<file path="config.mk">
export PLATFORM = sky130hd
export DESIGN_NAME = dice_roller
export DESIGN_NICKNAME = d
export VERILOG_FILES = /design/src/rtl/dice_pkg.sv /design/src/rtl/dice_btn_filter.sv /design/src/rtl/dice_rng.sv /design/src/rtl/dice_face_enc.sv /design/src/rtl/dice_roller.sv
export SDC_FILE = /design/constraint.sdc
export NUM_CORES = 1
export LEC_CHECK = 0
export BUFFER_PORTS_ARGS = -buffer_cell sky130_fd_sc_hd__buf_2
export CORE_MARGIN = 2
export CORE_UTILIZATION = 30
export DETAILED_ROUTE_END_ITERATION = 8
export GPL_TIMING_DRIVEN = 0
export SLEW_MARGIN = 25
export SYNTH_ARGS = -nofsm -noshare
export SYNTH_HDL_FRONTEND = slang
export SYNTH_HIERARCHICAL = 1
export SYNTH_SLANG_ARGS = --single-unit
</file>
<file path="constraint.sdc">
create_clock -name clk -period 2.41 [get_ports clk]
set_clock_uncertainty 0.05 [all_clocks]
set_input_delay 0.3615 -clock clk [delete_from_list [all_inputs] [get_ports clk]]
set_output_delay 0.3615 -clock clk [all_outputs]
set_load 0.005 [all_outputs]
</file>
<file path="src/rtl/dice_pkg.sv">
// Package: shared widths, types and the raw-to-die fold for the dice roller.
// Assumes a six-sided die fed from a 3-bit raw counter.
package dice_pkg;
    localparam int DIE_W     = 3;
    localparam int LED_N     = 7;
    localparam int PLAYERS   = 2;
    localparam int FACE_MAX  = 6;

    typedef logic [DIE_W-1:0] die_t;
    typedef logic [LED_N-1:0] face_t;

    // Maps a raw count to a die value: 0..5 -> 1..6, anything above -> 1.
    function automatic die_t fold_raw(input die_t raw);
        if (raw < die_t'(FACE_MAX))
            return raw + die_t'(1);
        return die_t'(1);
    endfunction
endpackage

</file>
<file path="src/rtl/dice_btn_filter.sv">
// Module: dice_btn_filter
// Synchronizes one raw button, filters bounce and emits a one-cycle pulse
// on each debounced rising edge. Assumes the button is asynchronous to clk.
// The debounced level follows the synchronized input only after DEB_LEN
// consecutive clocks of disagreement.
module dice_btn_filter #(
    parameter int DEB_LEN = 4
) (
    input  logic clk,
    input  logic rst_n,
    input  logic btn_raw,
    output logic press_pls
);
    localparam int DEB_W = (DEB_LEN > 1) ? $clog2(DEB_LEN) : 1;
    localparam logic [DEB_W-1:0] RUN_LAST = DEB_W'(DEB_LEN - 1);

    logic             sync_a;
    logic             sync_b;
    logic             level_q;
    logic             level_d1;
    logic [DEB_W-1:0] run_q;

    // Two-flop synchronizer for the raw button.
    always_ff @(posedge clk) begin
        if (!rst_n) begin
            sync_a <= 1'b0;
            sync_b <= 1'b0;
        end else begin
            sync_a <= btn_raw;
            sync_b <= sync_a;
        end
    end

    // Debounce: count disagreeing clocks, adopt the new level at DEB_LEN.
    always_ff @(posedge clk) begin
        if (!rst_n) begin
            level_q <= 1'b0;
            run_q   <= '0;
        end else if (sync_b == level_q) begin
            run_q   <= '0;
        end else if (run_q == RUN_LAST) begin
            level_q <= sync_b;
            run_q   <= '0;
        end else begin
            run_q   <= run_q + 1'b1;
        end
    end

    // Delayed copy of the debounced level for edge detection.
    always_ff @(posedge clk) begin
        if (!rst_n) level_d1 <= 1'b0;
        else        level_d1 <= level_q;
    end

    assign press_pls = level_q & ~level_d1;
endmodule

</file>
<file path="src/rtl/dice_rng.sv">
// Module: dice_rng
// Free-running 3-bit raw counter. It steps every clock and wraps 7 -> 0.
// When a roll takes a raw value of 6 or 7, it restarts at 0. Presents the
// folded die value for capture. Assumes 'take' is high for one cycle per roll.
module dice_rng
    import dice_pkg::*;
(
    input  logic clk,
    input  logic rst_n,
    input  logic take,
    output die_t die_next
);
    die_t raw_q;

    // Raw counter: restart on a folded capture, otherwise step and wrap.
    always_ff @(posedge clk) begin
        if (!rst_n)
            raw_q <= '0;
        else if (take && (raw_q >= die_t'(FACE_MAX)))
            raw_q <= '0;
        else
            raw_q <= raw_q + 1'b1;
    end

    assign die_next = fold_raw(raw_q);
endmodule

</file>
<file path="src/rtl/dice_face_enc.sv">
// Module: dice_face_enc
// Converts a die value into the seven-LED pip face. Bit i drives L(i+1).
// Values outside 1..6 turn every LED off.
module dice_face_enc
    import dice_pkg::*;
(
    input  die_t  die,
    output face_t leds
);
    // Pip lookup per die value.
    always_comb begin
        unique case (die)
            3'd1:    leds = 7'b100_0000;
            3'd2:    leds = 7'b000_1100;
            3'd3:    leds = 7'b110_0001;
            3'd4:    leds = 7'b010_1101;
            3'd5:    leds = 7'b110_1101;
            3'd6:    leds = 7'b011_1111;
            default: leds = 7'b000_0000;
        endcase
    end
endmodule

</file>
<file path="src/rtl/dice_roller.sv">
// Module: dice_roller (top)
// Two-player, turn-gated dice roller. A debounced press from the player
// who holds the turn captures a folded raw count, raises a one-cycle
// strobe and hands the turn over. game_over blocks acceptance.
// Assumes synchronous active-low reset and asynchronous raw buttons.
module dice_roller
    import dice_pkg::*;
#(
    parameter int DEB_LEN = 4
) (
    input  logic       clk,
    input  logic       rst_n,
    input  logic       btn_p0,
    input  logic       btn_p1,
    input  logic       game_over,
    output logic [2:0] die_value,
    output logic [6:0] dice_leds,
    output logic       turn_p1,
    output logic       roll_stb
);
    logic [PLAYERS-1:0] btn_vec;
    logic [PLAYERS-1:0] press_pls;
    logic               accept;
    die_t               die_next;
    die_t               die_q;
    logic               turn_q;
    logic               stb_q;

    assign btn_vec = {btn_p1, btn_p0};

    // One synchronizer/debounce/edge filter per player.
    for (genvar p = 0; p < PLAYERS; p++) begin : g_btn
        dice_btn_filter #(.DEB_LEN(DEB_LEN)) u_filt (
            .clk       (clk),
            .rst_n     (rst_n),
            .btn_raw   (btn_vec[p]),
            .press_pls (press_pls[p])
        );
    end

    assign accept = ~game_over & press_pls[turn_q];

    dice_rng u_rng (
        .clk      (clk),
        .rst_n    (rst_n),
        .take     (accept),
        .die_next (die_next)
    );

    // Capture the die, pass the turn and pulse the strobe on acceptance.
    always_ff @(posedge clk) begin
        if (!rst_n) begin
            die_q  <= '0;
            turn_q <= 1'b0;
            stb_q  <= 1'b0;
        end else begin
            stb_q <= accept;
            if (accept) begin
                die_q  <= die_next;
                turn_q <= ~turn_q;
            end
        end
    end

    dice_face_enc u_face (
        .die  (die_q),
        .leds (dice_leds)
    );

    assign die_value = die_q;
    assign turn_p1   = turn_q;
    assign roll_stb  = stb_q;
endmodule

</file>
==> results.md <==
Outcome:
- The run finished with clean final reports.

Yosys:
- After synthesis, the largest family of logic cells by area is simple AND/OR/NAND/NOR gates.
- The area share of the largest cell type after synthesis is 0.483.
- Measured against the total synthesized area, the mux share comes to 0.0724.
- The portion of the post-synthesis area used by sequential elements is 0.483.
- The cell count after synthesis is 81.
- After synthesis the netlist holds a flip-flop and latch count of 20.
- The cell area after technology mapping is 830 sq um.
- Sorting the synthesized cells by area gives the leading types as sky130_fd_sc_hd__dfxtp_1 48%, sky130_fd_sc_hd__mux2i_1 7.2%, sky130_fd_sc_hd__and2_1 6.0%, sky130_fd_sc_hd__ha_1 6.0%, sky130_fd_sc_hd__nand2_1 4.5%.
- The per-instance average area after synthesis is 10.2 sq um.
- Counting every net in the synthesized netlist gives 90.
- The post-synthesis simple-gate area fraction is 0.241.
- The number of warnings issued by yosys is 6.
- The biggest area consumer among synthesized cells is sky130_fd_sc_hd__dfxtp_1.
- The number of distinct library cells after synthesis is 22.
- The synthesized-area fraction occupied by ao, oa, aoi and oai cells came to 0.0664.
- The share of synthesized cell area in full adder, half adder and majority cells is 0.0603.
- The xor/xnor share of the synthesized area is 0.0317.

Placement:
- Detailed placement ended at an HPWL of 971 um.
- In this run the tool buffered the top-level ports with 16 buffer cells.
- The placer congestion estimate is 0.726.
- The area after detailed placement is 948 sq um.

Detailed routing:
- Once detail routing completed, the nets flagged for antenna violations numbered 0.
- The first detailed-routing pass ran for 4 iterations.
- After detailed routing, the number of vias per cell comes to 4.50.
- The via total after detailed routing is 594.
- For this run, design rule violations remaining after detail routing come to 0.
- In this run, the number of DRC markers left after iteration 0 of detailed routing was 18.
- After detailed routing, the average wire length per cell comes to 9.83 um.
- For this block, the routed nets add up to 1.30 mm of wire.

Die:
- The floorplan step set the die width to 56.6 um.
- The total die area is 3200 sq um.
- The I/O pin count is 17.
- The vertical die dimension is 56.6 um.
- After floorplanning, the core was divided into 19 placement rows.
- The starting utilization of the core area is 0.309.
- The core region is 2690 sq um.

Critical path:
- The endpoint type of the worst setup path is a primary output.
- The startpoint of the worst register-to-register path is g_btn[1].u_filt/level_q.
- Walking the worst path, the cells encountered are nand2_1, xnor2_1, buf_4, buf_2.
- The largest single stage delay on the critical path is 0.40 ns.
- The critical path starts at die_value[1].
- The required time at the endpoint of the critical path is 2.00 ns.
- The class of the most critical setup path is reg2out.
- The largest fanout of any net on the critical path is 5.
- The critical-path cell with the highest stage delay is sky130_fd_sc_hd__dfxtp_1.
- At the worst endpoint, the arrival time is 1.18 ns.
- The endpoint identified for the worst register-to-register timing path is u_rng/raw_q[0].
- The cell class contributing the biggest share of worst-path delay is flip-flops.
- The number of buffers and inverters on the critical path is 2.
- The slack of the worst reg-to-reg path is 1.07 ns.
- STA classifies the critical path startpoint as a flip-flop.
- The count of cells along the worst register-to-register path is 5.

Finish:
- At the end of the flow, the number of nets in the layout was 111.
- Measured on the finished design, the core utilization comes to 0.373.
- The final design area excluding fillers is 1000 sq um.
- 0 antenna diodes ended up in the layout.
- The ratio of cells with drive above 1 in the final layout is 0.257.
- From synthesis to final layout, the design area changed by 20.7%.

STA:
- The final number of hold-violating endpoints is 0.
- For the pin with the worst max-slew slack, the measured transition is 0.323 ns.
- After routing, the total negative slack on setup checks comes to 0 ns.
- Derived from the worst setup path, the maximum achievable clock frequency is 0.629 GHz.
- Setup repair after global routing left no endpoint under its margin.
- In this run the tightest slew margin relative to its limit is 0.784.
- The total of endpoints with negative setup slack in the final report is 0.
- The final-report max-slew violation count came to 0.
- In the finished design, the share of the clock period the worst path needs comes to 0.659.
- The final period demand of the worst path is 1.59 ns.

Clock network:
- CTS built an H-tree with a depth of 1.
- Counting along the longest clock path gives a buffer depth of 2.
- For the worst-skew pair, the clock arrives at the later sink with an insertion delay of 0.30 ns.
- Clock-pin slew was measured on the worst setup and hold paths at 0.11 ns.
- The total clock sinks is 20.
- TritonCTS built the clock tree.
- After clock tree synthesis, the repair step resized 0 gates.
- After clock tree synthesis, the flow added hold-fix buffers numbering 0.
- The total CTS buffers is 3.
- The buffer type at the clock tree root is sky130_fd_sc_hd__clkbuf_4.
- After clock tree synthesis, the setup repair step added 0 buffers.

GRT:
- The global-route wire length before repair is 2.38 mm.
- The number of global-route vias before repair is 576.
- The initial antenna violation count came to 0.
- In the global route stage, overall resource usage came out at 0.0916.
- The global route total overflow is 0.
- The pin count of the biggest net entering global routing is 23.

Power and ir drop:
- The net load switching power is 123 uW.
- Overall power consumption after layout is estimated at 644 uW.
- The design internal power is 521 uW.
- The share of total power dissipated in the clock network is 0.415.
- The power per standard cell area is 644 nW/um^2.
- The worst IR drop on VDD is 0.602 mV.
- In this run the static leakage power is 0.000454 uW.
- Of the total power, registers draw 0.538.
- The combinational power share is 0.047.
- The switching portion of total power is 0.191.

Hold path:
- The worst hold path cell count is 2.
- The beginning of the worst hold path is btn_p0.
- The path with the worst hold slack has its endpoint at g_btn[0].u_filt/sync_a.
- The tightest min-delay check is of the in2reg type.

Flow run:
- The count of max-cap constraint violations is 0.
==> sequential cells by signal, indices dropped and copies added, names as in the netlist <==
name and flops:
g_btn.u_filt/sync_b 2, turn_p1 1, roll_stb 1, g_btn.u_filt/level_q 2
die_value 3, g_btn.u_filt/run_q 4, g_btn.u_filt/level_d1 2, g_btn.u_filt/sync_a 2
u_rng/raw_q 3
==> routing by layer <==
metal / GRT usage / part of all wire / vias to the layer above
li1: - / - / 309
met1: 0.106 / 0.46 / 262
met2: 0.159 / 0.45 / 21
met3: 0.0415 / 0.078 / 2
met4: 0.0102 / 0.0077 / 0
met5: 0 / 0 / -
==> kinds of logic (layout without fill, tap and decap cells) <==
| group | after synthesis | in the layout |
|---|---|---|
| AND/OR/NAND/NOR | 33 | 33 |
| flip-flops | 20 | 20 |
| AO/OA/AOI/OAI | 8 | 8 |
| buffers and inverters | 7 | 27 |
| multiplexers | 6 | 6 |
| adder cells (fa/ha/maj) | 4 | 4 |
| XOR/XNOR | 3 | 3 |
==> metrics by stage <==
stage / hold slack (ns) / cells / setup slack, ns
2_1_floorplan: 0.355 / 81 / 1.18
3_3_place_gp: 0.363 / 128 / 1.10
3_5_place_dp: 0.373 / 128 / 1.06
4_1_cts: 0.196 / 132 / 0.792
5_1_grt: 0.192 / 132 / 0.693
6_report: 0.207 / 132 / 0.821
==> how the worst max path moves through the flow <==
stage	to	slack, ns	cells past startpoint
2_1_floorplan	dice_leds[5]	1.18	3
3_3_place_gp	u_rng/raw_q[0]	1.10	5
3_5_place_dp	u_rng/raw_q[0]	1.06	5
4_1_cts	dice_leds[5]	0.79	4
5_1_grt	dice_leds[5]	0.69	4
6_report	dice_leds[5]	0.82	4
==> power groups by stage <==
| stage | Combinational [uW] | Clock (uW) | Sequential [uW] |
|---|---|---|---|
| floorplan | 18.9 | 0 | 352 |
| global placement | 28.6 | 0 | 353 |
| detailed placement | 30.5 | 0 | 354 |
| CTS | 30.6 | 277 | 347 |
| global route | 35.0 | 290 | 349 |
| finish | 30.3 | 268 | 346 |
==> layout make-up <==
| cell class | instances | area [sq um] |
|---|---|---|
| clock inverters | 1 | 30.0 |
| repair buffers | 16 | 80.1 |
| flip-flops and latches | 20 | 400 |
| inverters | 4 | 15.0 |
| plain buffers | 3 | 22.5 |
| multi-input cells | 54 | 392 |
| clock buffers | 3 | 22.5 |
| fillers | 287 | 1690 |
| well taps | 31 | 38.8 |
==> cells in the mapped netlist <==
cell type	number
sky130_fd_sc_hd__dfxtp_1	20
sky130_fd_sc_hd__nand2_1	10
sky130_fd_sc_hd__and2_1	8
sky130_fd_sc_hd__mux2i_1	6
sky130_fd_sc_hd__ha_1	4
sky130_fd_sc_hd__inv_1	4
sky130_fd_sc_hd__nor2b_1	4
sky130_fd_sc_hd__buf_4	3
sky130_fd_sc_hd__xnor2_1	3
sky130_fd_sc_hd__a21oi_1	2
sky130_fd_sc_hd__and4bb_2	2
sky130_fd_sc_hd__nand2b_1	2
sky130_fd_sc_hd__nor3_1	2
sky130_fd_sc_hd__nor4b_1	2
sky130_fd_sc_hd__o21a_1	2
sky130_fd_sc_hd__a311oi_1	1
sky130_fd_sc_hd__nand3b_1	1
sky130_fd_sc_hd__nor2_1	1
sky130_fd_sc_hd__nor2_4	1
sky130_fd_sc_hd__o211a_1	1
sky130_fd_sc_hd__o21ai_0	1
sky130_fd_sc_hd__o22ai_1	1
==> cells in the final DEF (no fill, tap or decap) <==
cell type | synthesis | final
sky130_fd_sc_hd__nor4b_1 | 2 | 2
sky130_fd_sc_hd__clkbuf_4 | 0 | 3
sky130_fd_sc_hd__bufinv_16 | 0 | 1
sky130_fd_sc_hd__o211a_1 | 1 | 1
sky130_fd_sc_hd__and4bb_2 | 2 | 2
sky130_fd_sc_hd__xnor2_1 | 3 | 3
sky130_fd_sc_hd__o22ai_1 | 1 | 1
sky130_fd_sc_hd__buf_4 | 3 | 3
sky130_fd_sc_hd__nor3_1 | 2 | 2
sky130_fd_sc_hd__and2_1 | 8 | 8
sky130_fd_sc_hd__a311oi_1 | 1 | 1
sky130_fd_sc_hd__nand2b_1 | 2 | 2
sky130_fd_sc_hd__mux2i_1 | 6 | 6
sky130_fd_sc_hd__dfxtp_1 | 20 | 20
sky130_fd_sc_hd__buf_2 | 0 | 16
sky130_fd_sc_hd__nor2_4 | 1 | 1
sky130_fd_sc_hd__o21a_1 | 2 | 2
sky130_fd_sc_hd__ha_1 | 4 | 4
sky130_fd_sc_hd__a21oi_1 | 2 | 2
sky130_fd_sc_hd__o21ai_0 | 1 | 1
sky130_fd_sc_hd__nor2b_1 | 4 | 4
sky130_fd_sc_hd__inv_1 | 4 | 4
sky130_fd_sc_hd__nor2_1 | 1 | 1
sky130_fd_sc_hd__nand3b_1 | 1 | 1
sky130_fd_sc_hd__nand2_1 | 10 | 10
Note: power is estimated with default switching activity, not from simulation.
